File: src/rtl/ep_pingpong_pkg.sv
package ep_pingpong_pkg;
  localparam logic [7:0] CMD_GEN_IN    = 8'h00;
  localparam logic [7:0] CMD_GEN_OUT   = 8'h01;
  localparam logic [7:0] CMD_MW_IN     = 8'h06;
  localparam logic [7:0] CMD_MW_OUT    = 8'h07;
  localparam logic [7:0] CMD_VALIDATE  = 8'h0E;
  localparam logic [7:0] CMD_CLEAR     = 8'h0F;
  localparam logic [7:0] CMD_RESTART   = 8'h10;
  localparam logic [7:0] CMD_DMA_RESET = 8'h11;
  localparam logic [7:0] CMD_MW_STOP   = 8'h12;

  typedef struct packed {
    logic dmaReset;
    logic restart;
    logic txValidate;
    logic txClear;
  } bufStrobe_t;
endpackage

File: src/rtl/ep_cmd_ctrl.sv
module ep_cmd_ctrl
  import ep_pingpong_pkg::*;
(
  input  logic       clk,
  input  logic       rstN,
  input  logic       cmdValid,
  input  logic [7:0] cmdCode,
  output bufStrobe_t strb,
  output logic       xferActive
);
  logic active;
  logic multi;

  always_comb begin
    strb.dmaReset   = cmdValid && (cmdCode == CMD_DMA_RESET);
    strb.restart    = cmdValid && (cmdCode == CMD_RESTART);
    strb.txValidate = cmdValid && (cmdCode == CMD_VALIDATE);
    strb.txClear    = cmdValid && (cmdCode == CMD_CLEAR);
  end

  always_ff @(posedge clk or negedge rstN) begin
    if (!rstN) begin
      active <= 1'b0;
      multi  <= 1'b0;
    end else if (cmdValid) begin
      case (cmdCode)
        CMD_GEN_IN, CMD_GEN_OUT: begin
          active <= 1'b1;
          multi  <= 1'b0;
        end
        CMD_MW_IN, CMD_MW_OUT: begin
          active <= 1'b1;
          multi  <= 1'b1;
        end
        CMD_MW_STOP: begin
          if (multi) begin
            active <= 1'b0;
            multi  <= 1'b0;
          end
        end
        CMD_DMA_RESET: begin
          active <= 1'b0;
          multi  <= 1'b0;
        end
        default: ;
      endcase
    end
  end

  assign xferActive = active;

  // a stop leaves a non-stoppable transfer running
  a_r10_stop_generic_kept: assert property (@(posedge clk) disable iff (!rstN)
    (cmdValid && cmdCode == CMD_MW_STOP && !multi) |=> (xferActive == $past(xferActive)));

  // the reset command always leaves the transfer idle
  a_r9_reset_idle: assert property (@(posedge clk) disable iff (!rstN)
    strb.dmaReset |=> !xferActive);
endmodule

File: src/rtl/ep_pingpong_pair.sv
module ep_pingpong_pair #(
  parameter int DW = 8,
  parameter int DEPTH = 8,
  parameter bit FREE_ON_LAST_READ = 1'b0,
  localparam int CW = $clog2(DEPTH + 1),
  localparam int AW = (DEPTH > 1) ? $clog2(DEPTH) : 1
) (
  input  logic                clk,
  input  logic                rstN,
  input  logic                doReset,
  input  logic                doRestart,
  input  logic                doFree,
  input  logic                doValidate,
  input  logic                wrEn,
  input  logic [DW-1:0]       wrData,
  input  logic                rdEn,
  output logic [DW-1:0]       rdData,
  output logic [1:0]          valid,
  output logic [1:0][CW-1:0]  count,
  output logic [CW-1:0]       rdPos,
  output logic                fillSel,
  output logic                oldSel,
  output logic                full,
  output logic                empty
);
  logic [DW-1:0]      mem [2][DEPTH];
  logic [1:0][CW-1:0] cnt;
  logic [CW-1:0]      rdPtr [2];
  logic [1:0]         vld;
  logic               fill;
  logic               old;

  logic ctrl, canWr, canRd, lastRd;

  assign ctrl   = doReset || doRestart || doFree || doValidate;
  assign canWr  = !ctrl && wrEn && !vld[fill] && (cnt[fill] < CW'(DEPTH));
  assign canRd  = !ctrl && rdEn && vld[old] && (rdPtr[old] < cnt[old]);
  assign lastRd = FREE_ON_LAST_READ && canRd && ((rdPtr[old] + CW'(1)) == cnt[old]);

  always_ff @(posedge clk or negedge rstN) begin
    if (!rstN) begin
      vld  <= '0;
      fill <= 1'b0;
      old  <= 1'b0;
      for (int h = 0; h < 2; h++) begin
        cnt[h]   <= '0;
        rdPtr[h] <= '0;
      end
    end else if (doReset) begin
      vld  <= '0;
      fill <= 1'b0;
      old  <= 1'b0;
      for (int h = 0; h < 2; h++) begin
        cnt[h]   <= '0;
        rdPtr[h] <= '0;
      end
    end else if (doRestart) begin
      for (int h = 0; h < 2; h++) begin
        rdPtr[h] <= '0;
        if (!vld[h]) cnt[h] <= '0;
      end
    end else if (doFree) begin
      if (vld[old]) begin
        vld[old]   <= 1'b0;
        cnt[old]   <= '0;
        rdPtr[old] <= '0;
        old        <= !old;
      end
    end else if (doValidate) begin
      if (!vld[fill] && cnt[fill] != '0) begin
        vld[fill] <= 1'b1;
        fill      <= !fill;
      end
    end else begin
      if (canWr) cnt[fill] <= cnt[fill] + CW'(1);
      if (lastRd) begin
        vld[old]   <= 1'b0;
        cnt[old]   <= '0;
        rdPtr[old] <= '0;
        old        <= !old;
      end else if (canRd) begin
        rdPtr[old] <= rdPtr[old] + CW'(1);
      end
    end
  end

  always_ff @(posedge clk) begin
    if (canWr) mem[fill][AW'(cnt[fill])] <= wrData;
  end

  assign rdData  = (vld[old] && rdPtr[old] < cnt[old]) ? mem[old][AW'(rdPtr[old])] : '0;
  assign valid   = vld;
  assign count   = cnt;
  assign rdPos   = rdPtr[old];
  assign fillSel = fill;
  assign oldSel  = old;
  assign full    = vld[0] && vld[1];
  assign empty   = !vld[0] && !vld[1];

  // no half holds more than DEPTH bytes
  a_r2_count_bounded: assert property (@(posedge clk) disable iff (!rstN)
    (cnt[0] <= CW'(DEPTH)) && (cnt[1] <= CW'(DEPTH)));

  // a valid half is never empty
  a_r3_valid_nonempty: assert property (@(posedge clk) disable iff (!rstN)
    (!vld[0] || cnt[0] != '0) && (!vld[1] || cnt[1] != '0));

  // the read position never passes the count
  a_r4_read_bounded: assert property (@(posedge clk) disable iff (!rstN)
    rdPtr[old] <= cnt[old]);

  // a free with a valid half releases exactly one half
  a_r5_free_one_half: assert property (@(posedge clk) disable iff (!rstN)
    (doFree && !doReset && !doRestart && vld[old]) |=>
      ($countones(vld) + 1 == $past($countones(vld))));

  // restart keeps every valid flag
  a_r7_restart_keeps_valid: assert property (@(posedge clk) disable iff (!rstN)
    (doRestart && !doReset) |=> (vld == $past(vld)));

  // a control cycle never adds data to any half
  a_r11_ctrl_blocks_write: assert property (@(posedge clk) disable iff (!rstN)
    ctrl |=> ((cnt[0] <= $past(cnt[0])) && (cnt[1] <= $past(cnt[1]))));
endmodule

File: src/rtl/ep_pingpong_buf.sv
module ep_pingpong_buf
  import ep_pingpong_pkg::*;
#(
  parameter int DW = 8,
  parameter int DEPTH = 8,
  localparam int CW = $clog2(DEPTH + 1)
) (
  input  logic                clk,
  input  logic                rstN,
  input  logic                cmdValid,
  input  logic [7:0]          cmdCode,
  input  logic                txWrEn,
  input  logic [DW-1:0]       txWrData,
  input  logic                txRdEn,
  input  logic                txSent,
  output logic [DW-1:0]       txRdData,
  output logic [1:0]          txValid,
  output logic [1:0][CW-1:0]  txCount,
  output logic [CW-1:0]       txRdPos,
  output logic                txFillSel,
  output logic                txOldSel,
  output logic                txFull,
  output logic                txEmpty,
  input  logic                rxWrEn,
  input  logic [DW-1:0]       rxWrData,
  input  logic                rxDone,
  input  logic                rxRdEn,
  output logic [DW-1:0]       rxRdData,
  output logic [1:0]          rxValid,
  output logic [1:0][CW-1:0]  rxCount,
  output logic [CW-1:0]       rxRdPos,
  output logic                rxFillSel,
  output logic                rxOldSel,
  output logic                rxFull,
  output logic                rxEmpty,
  output logic                xferActive
);
  bufStrobe_t strb;

  ep_cmd_ctrl uCtrl (
    .clk(clk), .rstN(rstN), .cmdValid(cmdValid), .cmdCode(cmdCode),
    .strb(strb), .xferActive(xferActive)
  );

  ep_pingpong_pair #(.DW(DW), .DEPTH(DEPTH), .FREE_ON_LAST_READ(1'b0)) uTx (
    .clk(clk), .rstN(rstN),
    .doReset(strb.dmaReset), .doRestart(strb.restart),
    .doFree(strb.txClear || txSent), .doValidate(strb.txValidate),
    .wrEn(txWrEn), .wrData(txWrData), .rdEn(txRdEn), .rdData(txRdData),
    .valid(txValid), .count(txCount), .rdPos(txRdPos),
    .fillSel(txFillSel), .oldSel(txOldSel), .full(txFull), .empty(txEmpty)
  );

  ep_pingpong_pair #(.DW(DW), .DEPTH(DEPTH), .FREE_ON_LAST_READ(1'b1)) uRx (
    .clk(clk), .rstN(rstN),
    .doReset(strb.dmaReset), .doRestart(strb.restart),
    .doFree(1'b0), .doValidate(rxDone),
    .wrEn(rxWrEn), .wrData(rxWrData), .rdEn(rxRdEn), .rdData(rxRdData),
    .valid(rxValid), .count(rxCount), .rdPos(rxRdPos),
    .fillSel(rxFillSel), .oldSel(rxOldSel), .full(rxFull), .empty(rxEmpty)
  );
endmodule

File: config.mk
export PLATFORM = sky130hd
export DESIGN_NAME = ep_pingpong_buf
export DESIGN_NICKNAME = d
export VERILOG_FILES = /design/src/rtl/ep_pingpong_pkg.sv /design/src/rtl/ep_cmd_ctrl.sv /design/src/rtl/ep_pingpong_pair.sv /design/src/rtl/ep_pingpong_buf.sv
export SDC_FILE = /design/constraint.sdc
export NUM_CORES = 1
export LEC_CHECK = 0
export BUFFER_PORTS_ARGS = -buffer_cell sky130_fd_sc_hd__buf_2
export CELL_PAD_IN_SITES_DETAIL_PLACEMENT = 1
export CELL_PAD_IN_SITES_GLOBAL_PLACEMENT = 1
export CORE_MARGIN = 1
export CORE_UTILIZATION = 50
export CTS_CLUSTER_SIZE = 30
export DETAILED_ROUTE_END_ITERATION = 10
export PLACE_DENSITY = 0.87
export REMOVE_ABC_BUFFERS = 1
export SLEW_MARGIN = 20
export SYNTH_ARGS = -nofsm -noshare
export SYNTH_HDL_FRONTEND = slang
export SYNTH_HIERARCHICAL = 1
export SYNTH_SLANG_ARGS = --single-unit
File: constraint.sdc
create_clock -name clk -period 4.45 [get_ports clk]
set_input_delay 0.2225 -clock clk [delete_from_list [all_inputs] [get_ports clk]]
set_output_delay 0.2225 -clock clk [all_outputs]
set_load 0.01 [all_outputs]
==> results by group <==
Finish
  – Area growth, synth to finish: 13.0%
  – Total of fill cells in the finished design: 2533
  – Nets: 1100
  – Fin cells: roughly 1400
  – Antenna diodes: 0
  – Final design utilization: 0.583
  – Fraction of final layout cells sized beyond drive strength 1: 0.200

Power
  – Share of power burned in combinational logic: 0.246
  – Switching Power: about 0.0025 W
  – Leakage dissipation: approximately 5.6 nW
  – Worst vdd ir: between 0.4 and 0.5 mV
  – Int Power: about 0.0054 W
  – Clock power frac: 0.327
  – Sequential group share of total power: 0.427
  – Power density over the cells: just over 500 mW/mm^2
  – Total power: between 0.007 and 0.008 W
  – Sw Ratio: 0.317

Route
  – Initial DRC count: 690
  – Number of detailed-route iterations in the first pass: 5
  – Detail-routed net length per standard cell: 24.7 um
  – Wirelength, routed: ~35000 um
  – Detailed-route via count: about 9000
  – Via count normalized by instance count: 6.23
  – DR DRC count: 0
  – Antenna Violating Nets Remaining: 0

Clocking
  – Number of buffers on the longest clock path: 3
  – H-tree depth: 1
  – Clock tree from TritonCTS: yes
  – Number of instances resized during post-cts repair: 0
  – Number of buffers inserted by hold repair at cts: 3
  – Clock-pin transition on the worst setup and hold timing paths: around 0.06 ns
  – Post-CTS setup buffer count: 0
  – Clock buffers created by TritonCTS: 31
  – Clk Latency, worst-skew pair: approximately 0.55 ns
  – Total number of clock tree sinks: 298
  – CTS Root Cell: sky130_fd_sc_hd__clkbuf_16

Yosys
  – Post-synth EDFFs: roughly 260
  – Syn_area_per_cell: 14.0 sq um
  – Yosys synthesis warning count: 6
  – Share of synthesized flip-flops with an asynchronous set or reset: 0.141
  – Number of instances in the synthesized netlist: 973
  – Register bit total from synthesis: between 200 and 300
  – Number of distinct library cell variants in the gate-level netlist after synthesis: 76
  – Most used flip-flop cell after synthesis: sky130_fd_sc_hd__edfxtp_1
  – Post-synthesis instance area: 0.0136 sq mm
  – Seq/Total Area, Yosys: 0.643

Run
  – Number of violations of the max-capacitance limit: 0

Timing
  – Max-slew violation total from the final report: 0
  – Setup slack of the critical path after layout: ~0.36 ns
  – Setup repair after global routing missed its margin: false
  – Number of hold-slack violations in the final timing report: 0
  – Clock period minus final worst setup slack: 4.09 ns
  – Worst clock skew: 0.0120 ns
  – Fraction of the cycle the final worst path needs: 0.920
  – FMAX: roughly 240 MHz
  – Smallest hold slack: 0.0601 ns
  – Setup-failing EPs final: 0
  – Headroom to the max-slew limit: 0.361
  – Slew at the pin closest to its max-slew limit: 0.955 ns

Critical path
  – Setup slack, reg-to-reg: between 1 and 1.5 ns
  – CP Class: flip-flop to output pin
  – Kind of start point of the critical path: flip-flop
  – Worst R2R Start: uRx/oldSel
  – Req. time, crit path: 4.23 ns
  – Endpoint of the lowest-slack register-to-register path: uRx/rdPtr[2]
  – Critical path startpoint: uTx/rdPtr[6]
  – Critical Path Fanout Max: 9
  – End point of the critical path: txRdData[6]
  – Depth of the worst register-to-register path: 8
  – Sort of element at the end of the critical path: output pin
  – Worst endpoint data arrival time: approximately 3.9 ns

Floorplan
  – Number of top-level design ports: 86
  – Initial Util: 0.516
  – Area of the core region: roughly 0.026 sq mm
  – Die height: around 170 um
  – Placement row count: between 50 and 60
  – DIE AREA: 0.0278 sq mm
  – Horiz. Die Dim: 167 um

Placed design
  – Post-detailed-placement half-perimeter wirelength: between 20000 and 25000 um
  – Worst slack, placed: about 0.94 ns
  – Placed cell count: about 1400
  – Port Buffer Count: 85
  – Placer congestion estimate: ~0.83

GRT
  – Initial antenna violation count: 0
  – Via count of the first global-routing pass: around 9500
  – Overall fraction of global-route tracks in use: 0.256
  – Wire length of the first global-routing pass: 54700 um
  – Pin count of the biggest net entering global routing: 59
  – Remaining Overflow, GRT: 0

Min path
  – Hold depth: 1
  – Worst min path class: input pin to flip-flop

Outcome
  – Outcome: finished clean
==> critical path, stage by stage (launching register included) <==
cell and delay, ns:
sky130_fd_sc_hd__dfrtp_1 0.48, sky130_fd_sc_hd__nor2b_1 0.60, sky130_fd_sc_hd__nor2_1 0.22, sky130_fd_sc_hd__inv_1 0.17, sky130_fd_sc_hd__ha_1 0.27, sky130_fd_sc_hd__nand3_1 0.12
sky130_fd_sc_hd__a211oi_2 0.07, sky130_fd_sc_hd__or4_1 0.74, sky130_fd_sc_hd__a2111oi_2 0.42, sky130_fd_sc_hd__buf_2 0.22
==> per-stage QoR <==
step                      cell area [sq um]  TNS (ns)
final                                 15400         0
after CTS                             15400         0
after floorplan                       13300    -23.77
after detailed placement              14300         0
after global routing                  15400         0
after global placement                14300         0
==> synthesized netlist by cell type, types with 4 or more instances <==
cell type | n | area, sq um
sky130_fd_sc_hd__nand2_1 | 77 | 289
sky130_fd_sc_hd__o21ai_0 | 23 | 115
sky130_fd_sc_hd__a21oi_1 | 40 | 200
sky130_fd_sc_hd__xnor2_1 | 9 | 78.8
sky130_fd_sc_hd__and3_1 | 6 | 37.5
sky130_fd_sc_hd__nand2b_1 | 5 | 31.3
sky130_fd_sc_hd__buf_6 | 4 | 45.0
sky130_fd_sc_hd__a22o_1 | 4 | 35.0
sky130_fd_sc_hd__edfxtp_1 | 256 | 7690
sky130_fd_sc_hd__mux2i_1 | 63 | 631
sky130_fd_sc_hd__mux2_2 | 5 | 56.3
sky130_fd_sc_hd__mux4_2 | 29 | 653
sky130_fd_sc_hd__a32o_1 | 4 | 40.0
sky130_fd_sc_hd__a311oi_1 | 9 | 78.8
sky130_fd_sc_hd__nor3_1 | 22 | 110
sky130_fd_sc_hd__ha_1 | 13 | 163
sky130_fd_sc_hd__and2_1 | 4 | 25.0
sky130_fd_sc_hd__nand4_1 | 5 | 31.3
sky130_fd_sc_hd__buf_2 | 11 | 55.1
sky130_fd_sc_hd__inv_1 | 26 | 97.6
sky130_fd_sc_hd__o211ai_1 | 5 | 37.5
sky130_fd_sc_hd__o31ai_1 | 6 | 45.0
sky130_fd_sc_hd__dfrtp_1 | 42 | 1050
sky130_fd_sc_hd__nand3_1 | 12 | 60.1
sky130_fd_sc_hd__a211oi_1 | 50 | 375
sky130_fd_sc_hd__xor2_1 | 6 | 52.6
sky130_fd_sc_hd__a22oi_1 | 8 | 60.1
sky130_fd_sc_hd__nor3b_1 | 6 | 45.0
sky130_fd_sc_hd__nor2b_1 | 35 | 219
sky130_fd_sc_hd__a41oi_1 | 4 | 35.0
sky130_fd_sc_hd__clkbuf_1 | 31 | 116
sky130_fd_sc_hd__a31oi_1 | 14 | 87.6
sky130_fd_sc_hd__nor2_1 | 58 | 218
sky130_fd_sc_hd__buf_1 | 11 | 41.3
==> routing by layer <==
| layer | global-route usage | share of wire | vias to the layer above |
|---|---|---|---|
| li1 | - | - | 3939 |
| met5 | 0 | 0 | - |
| met4 | 0.0648 | 0.020 | 0 |
| met3 | 0.0311 | 0.043 | 54 |
| met1 | 0.310 | 0.39 | 4537 |
| met2 | 0.480 | 0.54 | 268 |
==> kinds of logic after synthesis <==
kind of cell,Yosys count,synth area share
XOR/XNOR,15,0.00967
adder cells (fa/ha/maj),13,0.0120
flip-flops,298,0.643
buffers and inverters,89,0.0301
AND/OR/NAND/NOR,261,0.101
AO/OA/AOI/OAI,195,0.100
other,1,0.000276
multiplexers,101,0.103
==> cells in the final DEF, fill, tap and decap left out, types with 4 or more instances in the layout <==
| master | count |
|---|---|
| sky130_fd_sc_hd__and2_1 | 4 |
| sky130_fd_sc_hd__xnor2_1 | 9 |
| sky130_fd_sc_hd__o31ai_1 | 6 |
| sky130_fd_sc_hd__and3_1 | 6 |
| sky130_fd_sc_hd__a21oi_1 | 39 |
| sky130_fd_sc_hd__edfxtp_1 | 256 |
| sky130_fd_sc_hd__nor3_1 | 22 |
| sky130_fd_sc_hd__a31oi_1 | 14 |
| sky130_fd_sc_hd__buf_4 | 23 |
| sky130_fd_sc_hd__nand2_1 | 77 |
| sky130_fd_sc_hd__clkbuf_1 | 5 |
| sky130_fd_sc_hd__clkinv_1 | 4 |
| sky130_fd_sc_hd__inv_1 | 26 |
| sky130_fd_sc_hd__mux2i_1 | 62 |
| sky130_fd_sc_hd__a22o_1 | 4 |
| sky130_fd_sc_hd__o21ai_0 | 23 |
| sky130_fd_sc_hd__a32o_1 | 4 |
| sky130_fd_sc_hd__mux4_2 | 29 |
| sky130_fd_sc_hd__nor3b_1 | 6 |
| sky130_fd_sc_hd__buf_2 | 84 |
| sky130_fd_sc_hd__clkinv_2 | 8 |
| sky130_fd_sc_hd__o211ai_1 | 5 |
| sky130_fd_sc_hd__nand3_1 | 12 |
| sky130_fd_sc_hd__a22oi_1 | 8 |
| sky130_fd_sc_hd__nor2_1 | 58 |
| sky130_fd_sc_hd__a211oi_1 | 50 |
| sky130_fd_sc_hd__nand2b_1 | 5 |
| sky130_fd_sc_hd__clkbuf_16 | 31 |
| sky130_fd_sc_hd__dfrtp_1 | 39 |
| sky130_fd_sc_hd__xor2_1 | 6 |
| sky130_fd_sc_hd__ha_1 | 13 |
| sky130_fd_sc_hd__a41oi_1 | 4 |
| sky130_fd_sc_hd__nor2b_1 | 35 |
| sky130_fd_sc_hd__nand4_1 | 5 |
| sky130_fd_sc_hd__bufinv_16 | 4 |
| sky130_fd_sc_hd__a311oi_1 | 9 |
| sky130_fd_sc_hd__mux2_2 | 5 |
==> power by group through the flow <==
stage               Combinational, W  Clock, W  Sequential (W)
floorplan                    0.00107         0         0.00356
global placement             0.00181         0         0.00342
detailed placement           0.00191         0         0.00343
CTS                          0.00193   0.00262         0.00338
global route                 0.00209   0.00271         0.00340
finish                       0.00194   0.00259         0.00338
==> worst min-delay path by stage <==
stage | start | to
6_report | rxWrData[1] | uRx/mem[1][57]
5_1_grt | rxWrData[1] | uRx/mem[1][57]
4_1_cts | rxWrData[1] | uRx/mem[1][57]
3_5_place_dp | rstN | uTx/count[3]
3_3_place_gp | rstN | uTx/count[7]
2_1_floorplan | rstN | uCtrl/multi
==> sequential cells by signal, summed over array words and instances, names as in the netlist <==
name	flops
uTx/valid	2
uTx/oldSel	1
uTx/count	8
uRx/count	8
uCtrl/multi	1
uRx/rdPtr	8
uTx/mem	128
uTx/rdPtr	8
uRx/mem	128
uRx/fillSel	1
uRx/valid	2
uTx/fillSel	1
uRx/oldSel	1
uCtrl/xferActive	1
==> cell type report <==
class	count	area, sq um	share of cell area
clock inverters	18	190	0.0124
clock buffers	38	822	0.0535
inverters	27	101	0.00660
well taps	335	419	0.0273
multi-input cells	586	4460	0.290
flip-flops and latches	298	8740	0.569
repair buffers	110	623	0.0406
(Power assumes the default switching activity.)
